<file path="src/rtl/ecov_pkg.sv">
package ecov_pkg;
    localparam int EDGES    = 3;
    localparam int GRP_SIDE = 4;
    localparam int GRP_PIX  = GRP_SIDE * GRP_SIDE;

    typedef enum logic [1:0] {
        ST_IDLE  = 2'd0,
        ST_SETUP = 2'd1,
        ST_ISSUE = 2'd2,
        ST_DRAIN = 2'd3
    } ecov_state_t;
endpackage

</file>
<file path="src/rtl/ecov_setup.sv">
// Serial shift-and-add: origin = A*tx + B*ty + C, one coordinate bit per step.
module ecov_setup #(
    parameter int W   = 28,
    parameter int TCW = 10
) (
    input  logic                clk,
    input  logic                rst_n,
    input  logic                load,
    input  logic                step,
    input  logic signed [W-1:0] a_in,
    input  logic signed [W-1:0] b_in,
    input  logic signed [W-1:0] c_in,
    input  logic [TCW-1:0]      tx,
    input  logic [TCW-1:0]      ty,
    output logic signed [W-1:0] origin
);
    logic signed [W-1:0] acc, a_sh, b_sh;
    logic [TCW-1:0]      x_sh, y_sh;

    always_ff @(posedge clk or negedge rst_n) begin
        if (!rst_n) begin
            acc  <= '0;
            a_sh <= '0;
            b_sh <= '0;
            x_sh <= '0;
            y_sh <= '0;
        end else if (load) begin
            acc  <= c_in;
            a_sh <= a_in;
            b_sh <= b_in;
            x_sh <= tx;
            y_sh <= ty;
        end else if (step) begin
            acc  <= acc + (x_sh[0] ? a_sh : '0) + (y_sh[0] ? b_sh : '0);
            a_sh <= a_sh <<< 1;
            b_sh <= b_sh <<< 1;
            x_sh <= x_sh >> 1;
            y_sh <= y_sh >> 1;
        end
    end

    assign origin = acc;
endmodule

</file>
<file path="src/rtl/ecov_lane.sv">
// Bit-serial carry pipeline: one SL-bit slice per stage, LSB slice first.
module ecov_lane #(
    parameter int W  = 28,
    parameter int SL = 7
) (
    input  logic         clk,
    input  logic         rst_n,
    input  logic [W-1:0] op_a,
    input  logic [W-1:0] op_b,
    output logic         neg
);
    localparam int NSL = W / SL;
    localparam logic [SL:0]   SLICE_MAX = {1'b0, {SL{1'b1}}};
    localparam logic [SL-1:0] LOW_MAX   = {1'b0, {(SL-1){1'b1}}};

    logic [W-1:0] ra [NSL-1];
    logic [W-1:0] rb [NSL-1];
    logic         rc [NSL-1];
    logic [W-1:0] xa [NSL];
    logic [W-1:0] xb [NSL];
    logic         xc [NSL];
    logic         cy [NSL-1];

    always_comb begin
        xa[0] = op_a;
        xb[0] = op_b;
        xc[0] = 1'b0;
        for (int k = 1; k < NSL; k++) begin
            xa[k] = ra[k-1];
            xb[k] = rb[k-1];
            xc[k] = rc[k-1];
        end
        for (int k = 0; k < NSL - 1; k++) begin
            cy[k] = ({1'b0, xa[k][SL-1:0]} + {1'b0, xb[k][SL-1:0]}
                     + {{SL{1'b0}}, xc[k]}) > SLICE_MAX;
        end
    end

    always_ff @(posedge clk or negedge rst_n) begin
        if (!rst_n) begin
            for (int k = 0; k < NSL - 1; k++) begin
                ra[k] <= '0;
                rb[k] <= '0;
                rc[k] <= 1'b0;
            end
            neg <= 1'b0;
        end else begin
            for (int k = 0; k < NSL - 1; k++) begin
                ra[k] <= xa[k] >> SL;
                rb[k] <= xb[k] >> SL;
                rc[k] <= cy[k];
            end
            // sign of the top slice: msb operands xor carry into the msb
            neg <= xa[NSL-1][SL-1] ^ xb[NSL-1][SL-1]
                 ^ (({1'b0, xa[NSL-1][SL-2:0]} + {1'b0, xb[NSL-1][SL-2:0]}
                     + {{(SL-1){1'b0}}, xc[NSL-1]}) > LOW_MAX);
        end
    end
endmodule

</file>
<file path="src/rtl/ecov_ctrl.sv">
module ecov_ctrl
    import ecov_pkg::*;
#(
    parameter int TCW = 10,
    parameter int NSL = 4,
    parameter int GIW = 5
) (
    input  logic           clk,
    input  logic           rst_n,
    input  logic           start,
    output logic           load,
    output logic           step,
    output logic           issue,
    output logic [GIW-1:0] issue_grp,
    output logic           out_valid,
    output logic [GIW-1:0] out_group,
    output logic           done
);
    localparam int GROUPS = 1 << GIW;
    localparam int CMAX   = (TCW > GROUPS) ? TCW : GROUPS;
    localparam int CNTW   = $clog2(CMAX) + 1;
    localparam logic [GIW-1:0]  LAST_G   = GIW'(GROUPS - 1);
    localparam logic [CNTW-1:0] SETUP_END = CNTW'(TCW - 1);
    localparam logic [CNTW-1:0] ISSUE_END = CNTW'(GROUPS - 1);

    ecov_state_t     state, nxt;
    logic [CNTW-1:0] cnt;
    logic [NSL-1:0]  vpipe;
    logic [GIW-1:0]  gpipe [NSL];

    always_ff @(posedge clk or negedge rst_n) begin
        if (!rst_n) state <= ST_IDLE;
        else        state <= nxt;
    end

    always_ff @(posedge clk or negedge rst_n) begin
        if (!rst_n)              cnt <= '0;
        else if (state != nxt)   cnt <= '0;
        else if (step || issue)  cnt <= cnt + CNTW'(1);
    end

    always_ff @(posedge clk or negedge rst_n) begin
        if (!rst_n) begin
            vpipe <= '0;
            for (int k = 0; k < NSL; k++) gpipe[k] <= '0;
        end else begin
            vpipe <= {vpipe[NSL-2:0], issue};
            gpipe[0] <= issue_grp;
            for (int k = 1; k < NSL; k++) gpipe[k] <= gpipe[k-1];
        end
    end

    always_comb begin
        nxt   = state;
        load  = 1'b0;
        step  = 1'b0;
        issue = 1'b0;
        unique case (state)
            ST_IDLE: begin
                load = start;
                if (start) nxt = ST_SETUP;
            end
            ST_SETUP: begin
                step = 1'b1;
                if (cnt == SETUP_END) nxt = ST_ISSUE;
            end
            ST_ISSUE: begin
                issue = 1'b1;
                if (cnt == ISSUE_END) nxt = ST_DRAIN;
            end
            ST_DRAIN: begin
                if (vpipe[NSL-2] && gpipe[NSL-2] == LAST_G) nxt = ST_IDLE;
            end
        endcase
    end

    assign issue_grp = cnt[GIW-1:0];
    assign out_valid = vpipe[NSL-1];
    assign out_group = gpipe[NSL-1];
    assign done      = vpipe[NSL-1] && (gpipe[NSL-1] == LAST_G);
endmodule

</file>
<file path="src/rtl/edge_cover_engine.sv">
module edge_cover_engine
    import ecov_pkg::*;
#(
    parameter int W   = 28,
    parameter int SL  = 7,
    parameter int CIW = 16,
    parameter int TCW = 10,
    parameter int BXB = 2,
    parameter int BYB = 1,
    localparam int GIW = 2 + BXB + BYB
) (
    input  logic                       clk,
    input  logic                       rst_n,
    input  logic                       start,
    input  logic [EDGES-1:0][CIW-1:0]  coef_a,
    input  logic [EDGES-1:0][CIW-1:0]  coef_b,
    input  logic [EDGES-1:0][W-1:0]    coef_c,
    input  logic [TCW-1:0]             tile_x,
    input  logic [TCW-1:0]             tile_y,
    output logic                       out_valid,
    output logic [GIW-1:0]             out_group,
    output logic [GRP_PIX-1:0]         out_mask,
    output logic                       done
);
    localparam int NSL = W / SL;

    function automatic logic signed [W-1:0] mul_small(input logic signed [W-1:0] v,
                                                      input logic [7:0] k);
        logic signed [W-1:0] r;
        r = '0;
        for (int i = 0; i < 8; i++) begin
            if (k[i]) r = r + (v <<< i);
        end
        return r;
    endfunction

    logic                load, step, issue;
    logic [GIW-1:0]      issue_grp;
    logic signed [W-1:0] a_l [EDGES];
    logic signed [W-1:0] b_l [EDGES];
    logic signed [W-1:0] origin [EDGES];
    logic signed [W-1:0] gbase [EDGES];
    logic signed [W-1:0] poff [EDGES][GRP_PIX];
    logic [EDGES-1:0][GRP_PIX-1:0] neg;
    logic [BXB:0]        xi;
    logic [BYB:0]        yi;

    ecov_ctrl #(.TCW(TCW), .NSL(NSL), .GIW(GIW)) u_ctrl (
        .clk(clk), .rst_n(rst_n), .start(start),
        .load(load), .step(step), .issue(issue), .issue_grp(issue_grp),
        .out_valid(out_valid), .out_group(out_group), .done(done)
    );

    always_ff @(posedge clk or negedge rst_n) begin
        if (!rst_n) begin
            for (int e = 0; e < EDGES; e++) begin
                a_l[e] <= '0;
                b_l[e] <= '0;
            end
        end else if (load) begin
            for (int e = 0; e < EDGES; e++) begin
                a_l[e] <= {{(W-CIW){coef_a[e][CIW-1]}}, coef_a[e]};
                b_l[e] <= {{(W-CIW){coef_b[e][CIW-1]}}, coef_b[e]};
            end
        end
    end

    // group offset in units of 4 pixels
    assign xi = {issue_grp[2+BXB-1:2], issue_grp[0]};
    assign yi = {issue_grp[GIW-1:2+BXB], issue_grp[1]};

    for (genvar e = 0; e < EDGES; e++) begin : g_edge
        ecov_setup #(.W(W), .TCW(TCW)) u_setup (
            .clk(clk), .rst_n(rst_n), .load(load), .step(step),
            .a_in({{(W-CIW){coef_a[e][CIW-1]}}, coef_a[e]}),
            .b_in({{(W-CIW){coef_b[e][CIW-1]}}, coef_b[e]}),
            .c_in(coef_c[e]),
            .tx(tile_x), .ty(tile_y),
            .origin(origin[e])
        );

        assign gbase[e] = origin[e] + (mul_small(a_l[e], 8'(xi)) <<< 2)
                                    + (mul_small(b_l[e], 8'(yi)) <<< 2);

        for (genvar p = 0; p < GRP_PIX; p++) begin : g_pix
            assign poff[e][p] = mul_small(a_l[e], 8'(p % GRP_SIDE))
                              + mul_small(b_l[e], 8'(p / GRP_SIDE));
            ecov_lane #(.W(W), .SL(SL)) u_lane (
                .clk(clk), .rst_n(rst_n),
                .op_a(gbase[e]), .op_b(poff[e][p]),
                .neg(neg[e][p])
            );
        end
    end

    for (genvar p = 0; p < GRP_PIX; p++) begin : g_mask
        assign out_mask[p] = ~(neg[0][p] | neg[1][p] | neg[2][p]);
    end
endmodule

</file>
<file path="config.mk">
export PLATFORM = sky130hd
export DESIGN_NAME = edge_cover_engine
export DESIGN_NICKNAME = d
export VERILOG_FILES = /design/src/rtl/ecov_pkg.sv /design/src/rtl/ecov_setup.sv /design/src/rtl/ecov_lane.sv /design/src/rtl/ecov_ctrl.sv /design/src/rtl/edge_cover_engine.sv
export SDC_FILE = /design/constraint.sdc
export NUM_CORES = 2
export LEC_CHECK = 0
export BUFFER_PORTS_ARGS = -buffer_cell sky130_fd_sc_hd__clkbuf_2
export CORE_MARGIN = 2
export CORE_UTILIZATION = 45
export CTS_BUF_LIST = sky130_fd_sc_hd__clkbuf_8
export DETAILED_ROUTE_END_ITERATION = 8
export PLACE_DENSITY = 0.61
export SYNTH_ARGS = -nofsm -noshare
export SYNTH_HDL_FRONTEND = slang
export SYNTH_SLANG_ARGS = --single-unit
</file>
<file path="constraint.sdc">
create_clock -name clk -period 6.9 [get_ports clk]
set_input_delay 0.345 -clock clk [delete_from_list [all_inputs] [get_ports clk]]
set_output_delay 0.345 -clock clk [all_outputs]
set_load 0.05 [all_outputs]
</file>
==> results.rst <==
.. list-table::
   :header-rows: 1

   * - Metric
     - Value
   * - Status
     - complete, no violations
   * - Layout cell share with drive strength beyond 1
     - a little over a tenth
   * - Clock-pin slew reported for the worst setup and hold paths after clock tree synthesis
     - 0.06 ns
   * - Number of I/O pins
     - 226
   * - Global-route total usage across every layer
     - between 20% and 30%
   * - Number of cell instances on the worst register-to-register path
     - 35
   * - Met3 routed wirelength
     - about 12000 um
   * - Critical path launch point type
     - flop
   * - Worst slew pin tran
     - 1.38 ns
   * - Weighted congestion reported at the end of routability-driven placement
     - 0.918
   * - Type of the worst min-delay path
     - in -> reg
   * - Maximum fanout encountered on the critical timing path
     - 6
   * - Height of the chip
     - 480 um
   * - Crit Path Class
     - reg -> reg
   * - Number of search-and-repair iterations in the first detailed-routing pass
     - 9
   * - CTS tree
     - done
   * - Post-detailed-route via-to-cell ratio
     - 5.52
   * - Total Negative Setup Slacks
     - 0 ns
   * - Top layer used by detailed routing
     - met5
   * - Worst slack at placement
     - -0.216 ns
   * - CP most frequent cell
     - sky130_fd_sc_hd__a21oi_2
   * - Final Hold Viols
     - 0
   * - Reported max-cap violation count
     - 0
   * - Final period utilization
     - 96.8%
   * - R2r startpoint
     - u_ctrl.cnt[0]
   * - Count of port buffers added during placement
     - around 230
   * - Count of flip-flops with a built-in enable after synthesis
     - 0
   * - Top cell type's share of synthesized area
     - 31.7%
   * - Syn Area/Cell
     - 9.68 sq um
   * - Crit path DAT
     - 7.59 ns
   * - Later-pin clock latency in the skew report
     - 1.04 ns
   * - Largest net degree at the start of global routing
     - 156
   * - Hold Crit Depth
     - 4
   * - H-tree level count
     - 4
   * - Cell types with the largest area share after synthesis
     - sky130_fd_sc_hd__dfrtp_1 (32%), sky130_fd_sc_hd__ha_1 (21%), sky130_fd_sc_hd__fa_1 (6.0%)
   * - Worst setup EP type
     - flop
   * - Final Slew Violations
     - 0
   * - Setup clock skew after layout
     - 0.0721 ns
   * - Destination of the worst register-to-register timing path
     - g_edge[0].g_pix[15].u_lane.ra[76]
   * - Slowest CP cell
     - sky130_fd_sc_hd__fa_1
   * - Core ar.
     - around 230000 sq um
   * - Worst Hold Path EP
     - g_edge[2].u_setup.origin[3]
   * - Initial Utilization
     - 45.3%
   * - CP required
     - 7.81 ns
   * - Final antenna-violating net count
     - 0
   * - Worst max-slew margin expressed relative to the limit
     - 7.69%
   * - Clock root buffer
     - sky130_fd_sc_hd__clkbuf_8
   * - Setup slack of the critical path after layout
     - between 0.2 and 0.25 ns
   * - Post-synthesis async set-or-reset flop share
     - 100%
   * - Synthesized instance count
     - ~11000
   * - Layout Nets
     - 13600
   * - Detailed-placement wirelength estimate
     - 221000 um
   * - Max stage delay on crit path
     - 0.53 ns
   * - Sequential cell area fraction in the yosys report
     - 31.7%
   * - Cell taking the most area after synthesis
     - sky130_fd_sc_hd__dfrtp_1
   * - Max Fclk
     - 0.150 GHz
   * - DR vias
     - 80200
   * - Routed length on met1
     - 134000 um
   * - Die outline area
     - approximately 230000 sq um
   * - Synth Register Bits
     - ~1300
   * - Maximum count of clock buffers along a single path
     - 3
   * - Number of antenna violations at the first check in global routing
     - 17
   * - Layout overhead on the synthesized area
     - 14.5%
   * - Total DRC errors in the routed layout
     - 0
   * - First-pass GRT wire length
     - 462000 um
   * - Flop2flop setup slack
     - around 0.22 ns
   * - Top flip-flop cell by instance count after synthesis
     - sky130_fd_sc_hd__dfrtp_1
   * - Number of CTS-inserted buffers
     - 231
   * - Standard-cell row count
     - 174
   * - Synth top cells by count
     - sky130_fd_sc_hd__ha_1 (1709), sky130_fd_sc_hd__dfrtp_1 (1294), sky130_fd_sc_hd__a21oi_1 (892)
   * - Area post-placement
     - 108000 sq um
   * - Post-route cell area
     - 117000 sq um
   * - Final Setup Violations
     - 0
   * - Met2 wirelength from detailed routing
     - ~140000 um
   * - Total number of yosys warnings
     - 0
   * - Source of the worst hold timing path
     - coef_c[59]
   * - Post-DR wirelength/cell
     - around 20 um
   * - Minimum clock period
     - roughly 6.7 ns
   * - Via count of the first global-routing pass
     - 82600
   * - Cell with the most instances after synthesis
     - sky130_fd_sc_hd__ha_1
   * - Clock sinks
     - 1294
   * - Distinct cell type count of the synthesized netlist
     - 85
   * - Post-Synthesis Cell Area
     - about 100000 sq um
   * - Total congestion overflow
     - 0
   * - Die Wd
     - between 400 and 500 um
   * - Final wirelength
     - ~300000 um
   * - Initial drt markers
     - 5074
[how the worst max path moves through the flow]
stage             startpoint                                end  slack [ns]  cells after the start
2_1_floorplan        a_l[29]  g_edge[1].g_pix[15].u_lane.ra[76]        0.03                     34
3_3_place_gp   u_ctrl.cnt[0]   g_edge[2].g_pix[3].u_lane.ra[76]        -0.1                     34
3_5_place_dp   u_ctrl.cnt[0]   g_edge[2].g_pix[3].u_lane.ra[76]       -0.22                     34
4_1_cts        u_ctrl.cnt[0]   g_edge[2].g_pix[3].u_lane.ra[76]       -0.02                     33
5_1_grt        u_ctrl.cnt[0]   g_edge[2].g_pix[3].u_lane.ra[75]       -0.18                     39
6_report       u_ctrl.cnt[0]  g_edge[0].g_pix[15].u_lane.ra[76]        0.22                     35
[per-stage QoR]
step	cells	util [%]	hold slack, ns
2_1_floorplan	10500	-	0.0494
3_3_place_gp	13800	48.2	0.331
3_5_place_dp	13800	48.2	0.335
4_1_cts	14500	51.5	0.000943
5_1_grt	14500	51.9	0.0570
6_report	14500	51.9	0.0875
[cell type report]
type | instances | area, sq um
inverters | 726 | 2730
clock buffers | 281 | 3870
flip-flops and latches | 1294 | 32400
clock inverters | 148 | 1170
fillers | 20400 | 108000
well taps | 2992 | 3740
multi-input cells | 8305 | 66800
diodes | 8 | 20.0
repair buffers | 780 | 6050
[repair_timing]
item	in CTS	in global routing
pin swaps	3	100
hold endpoints to repair	741	0
buffers inserted	0	26
hold buffers	237	0
endpoints found under the setup margin	6	23
resized for setup	11	165
[cell families after synthesis]
family / synth area share [%]
adder cells (fa/ha/maj): 27.0
AO/OA/AOI/OAI: 16.7
AND/OR/NAND/NOR: 12.0
multiplexers: 2.85
other: 0.00368
buffers and inverters: 3.51
flip-flops: 31.7
XOR/XNOR: 6.22
[registers in the layout, summed over array words and instances, names as in the netlist, 5 cells and up]
signal / flops
g_edge.g_pix.u_lane.rc: 144
a_l: 48
g_edge.u_setup.origin: 84
g_edge.u_setup.x_sh: 10
b_l: 48
g_edge.u_setup.b_sh: 84
g_edge.g_pix.u_lane.ra: 126
g_edge.g_pix.u_lane.neg: 48
g_edge.g_pix.u_lane.rb: 576
u_ctrl.cnt: 6
u_ctrl.out_group: 5
g_edge.u_setup.a_sh: 84
u_ctrl.gpipe: 15
g_edge.u_setup.y_sh: 10
[cell usage in the layout, fill, tap and decap left out, types with 109 or more instances in the layout]
| master | netlist | final |
|---|---|---|
| sky130_fd_sc_hd__ha_1 | 1709 | 1689 |
| sky130_fd_sc_hd__dfrtp_1 | 1294 | 1284 |
| sky130_fd_sc_hd__a21oi_1 | 892 | 867 |
| sky130_fd_sc_hd__nand2_1 | 846 | 840 |
| sky130_fd_sc_hd__inv_1 | 723 | 797 |
| sky130_fd_sc_hd__o21ai_0 | 732 | 711 |
| sky130_fd_sc_hd__xnor2_1 | 531 | 527 |
| sky130_fd_sc_hd__nor2_1 | 435 | 430 |
| sky130_fd_sc_hd__a21o_1 | 369 | 369 |
| sky130_fd_sc_hd__buf_4 | 5 | 306 |
| sky130_fd_sc_hd__fa_1 | 306 | 303 |
| sky130_fd_sc_hd__nand2b_1 | 287 | 286 |
| sky130_fd_sc_hd__nor2b_1 | 285 | 284 |
| sky130_fd_sc_hd__clkbuf_8 | 0 | 281 |
| sky130_fd_sc_hd__mux2i_1 | 240 | 240 |
| sky130_fd_sc_hd__dlygate4sd3_1 | 0 | 236 |
| sky130_fd_sc_hd__clkbuf_2 | 0 | 224 |
| sky130_fd_sc_hd__xor2_1 | 194 | 192 |
| sky130_fd_sc_hd__nor3_1 | 149 | 144 |
| sky130_fd_sc_hd__o21a_1 | 127 | 127 |
| sky130_fd_sc_hd__nand3_1 | 121 | 119 |
| sky130_fd_sc_hd__o21bai_1 | 117 | 117 |
| sky130_fd_sc_hd__and2_1 | 111 | 109 |
[routing by layer]
metal	GRT usage, %	up-vias
met5	0	-
met4	7.84	4
met3	2.92	461
met2	42.0	1760
met1	34.2	39300
li1	-	38700
[worst max-delay path, delay by kind of cell, from the launching register on]
family | cells | cell delay [ns]
AO/OA/AOI/OAI | 13 | 2.14
XOR/XNOR | 4 | 0.61
adder cells (fa/ha/maj) | 4 | 1.39
buffers and inverters | 5 | 0.53
flip-flops | 1 | 0.50
multiplexers | 1 | 0.31
AND/OR/NAND/NOR | 8 | 1.07
Power is left out: the tool's default activity adds up to more than one toggle a clock period on the data nets, which glitch-free logic cannot reach.
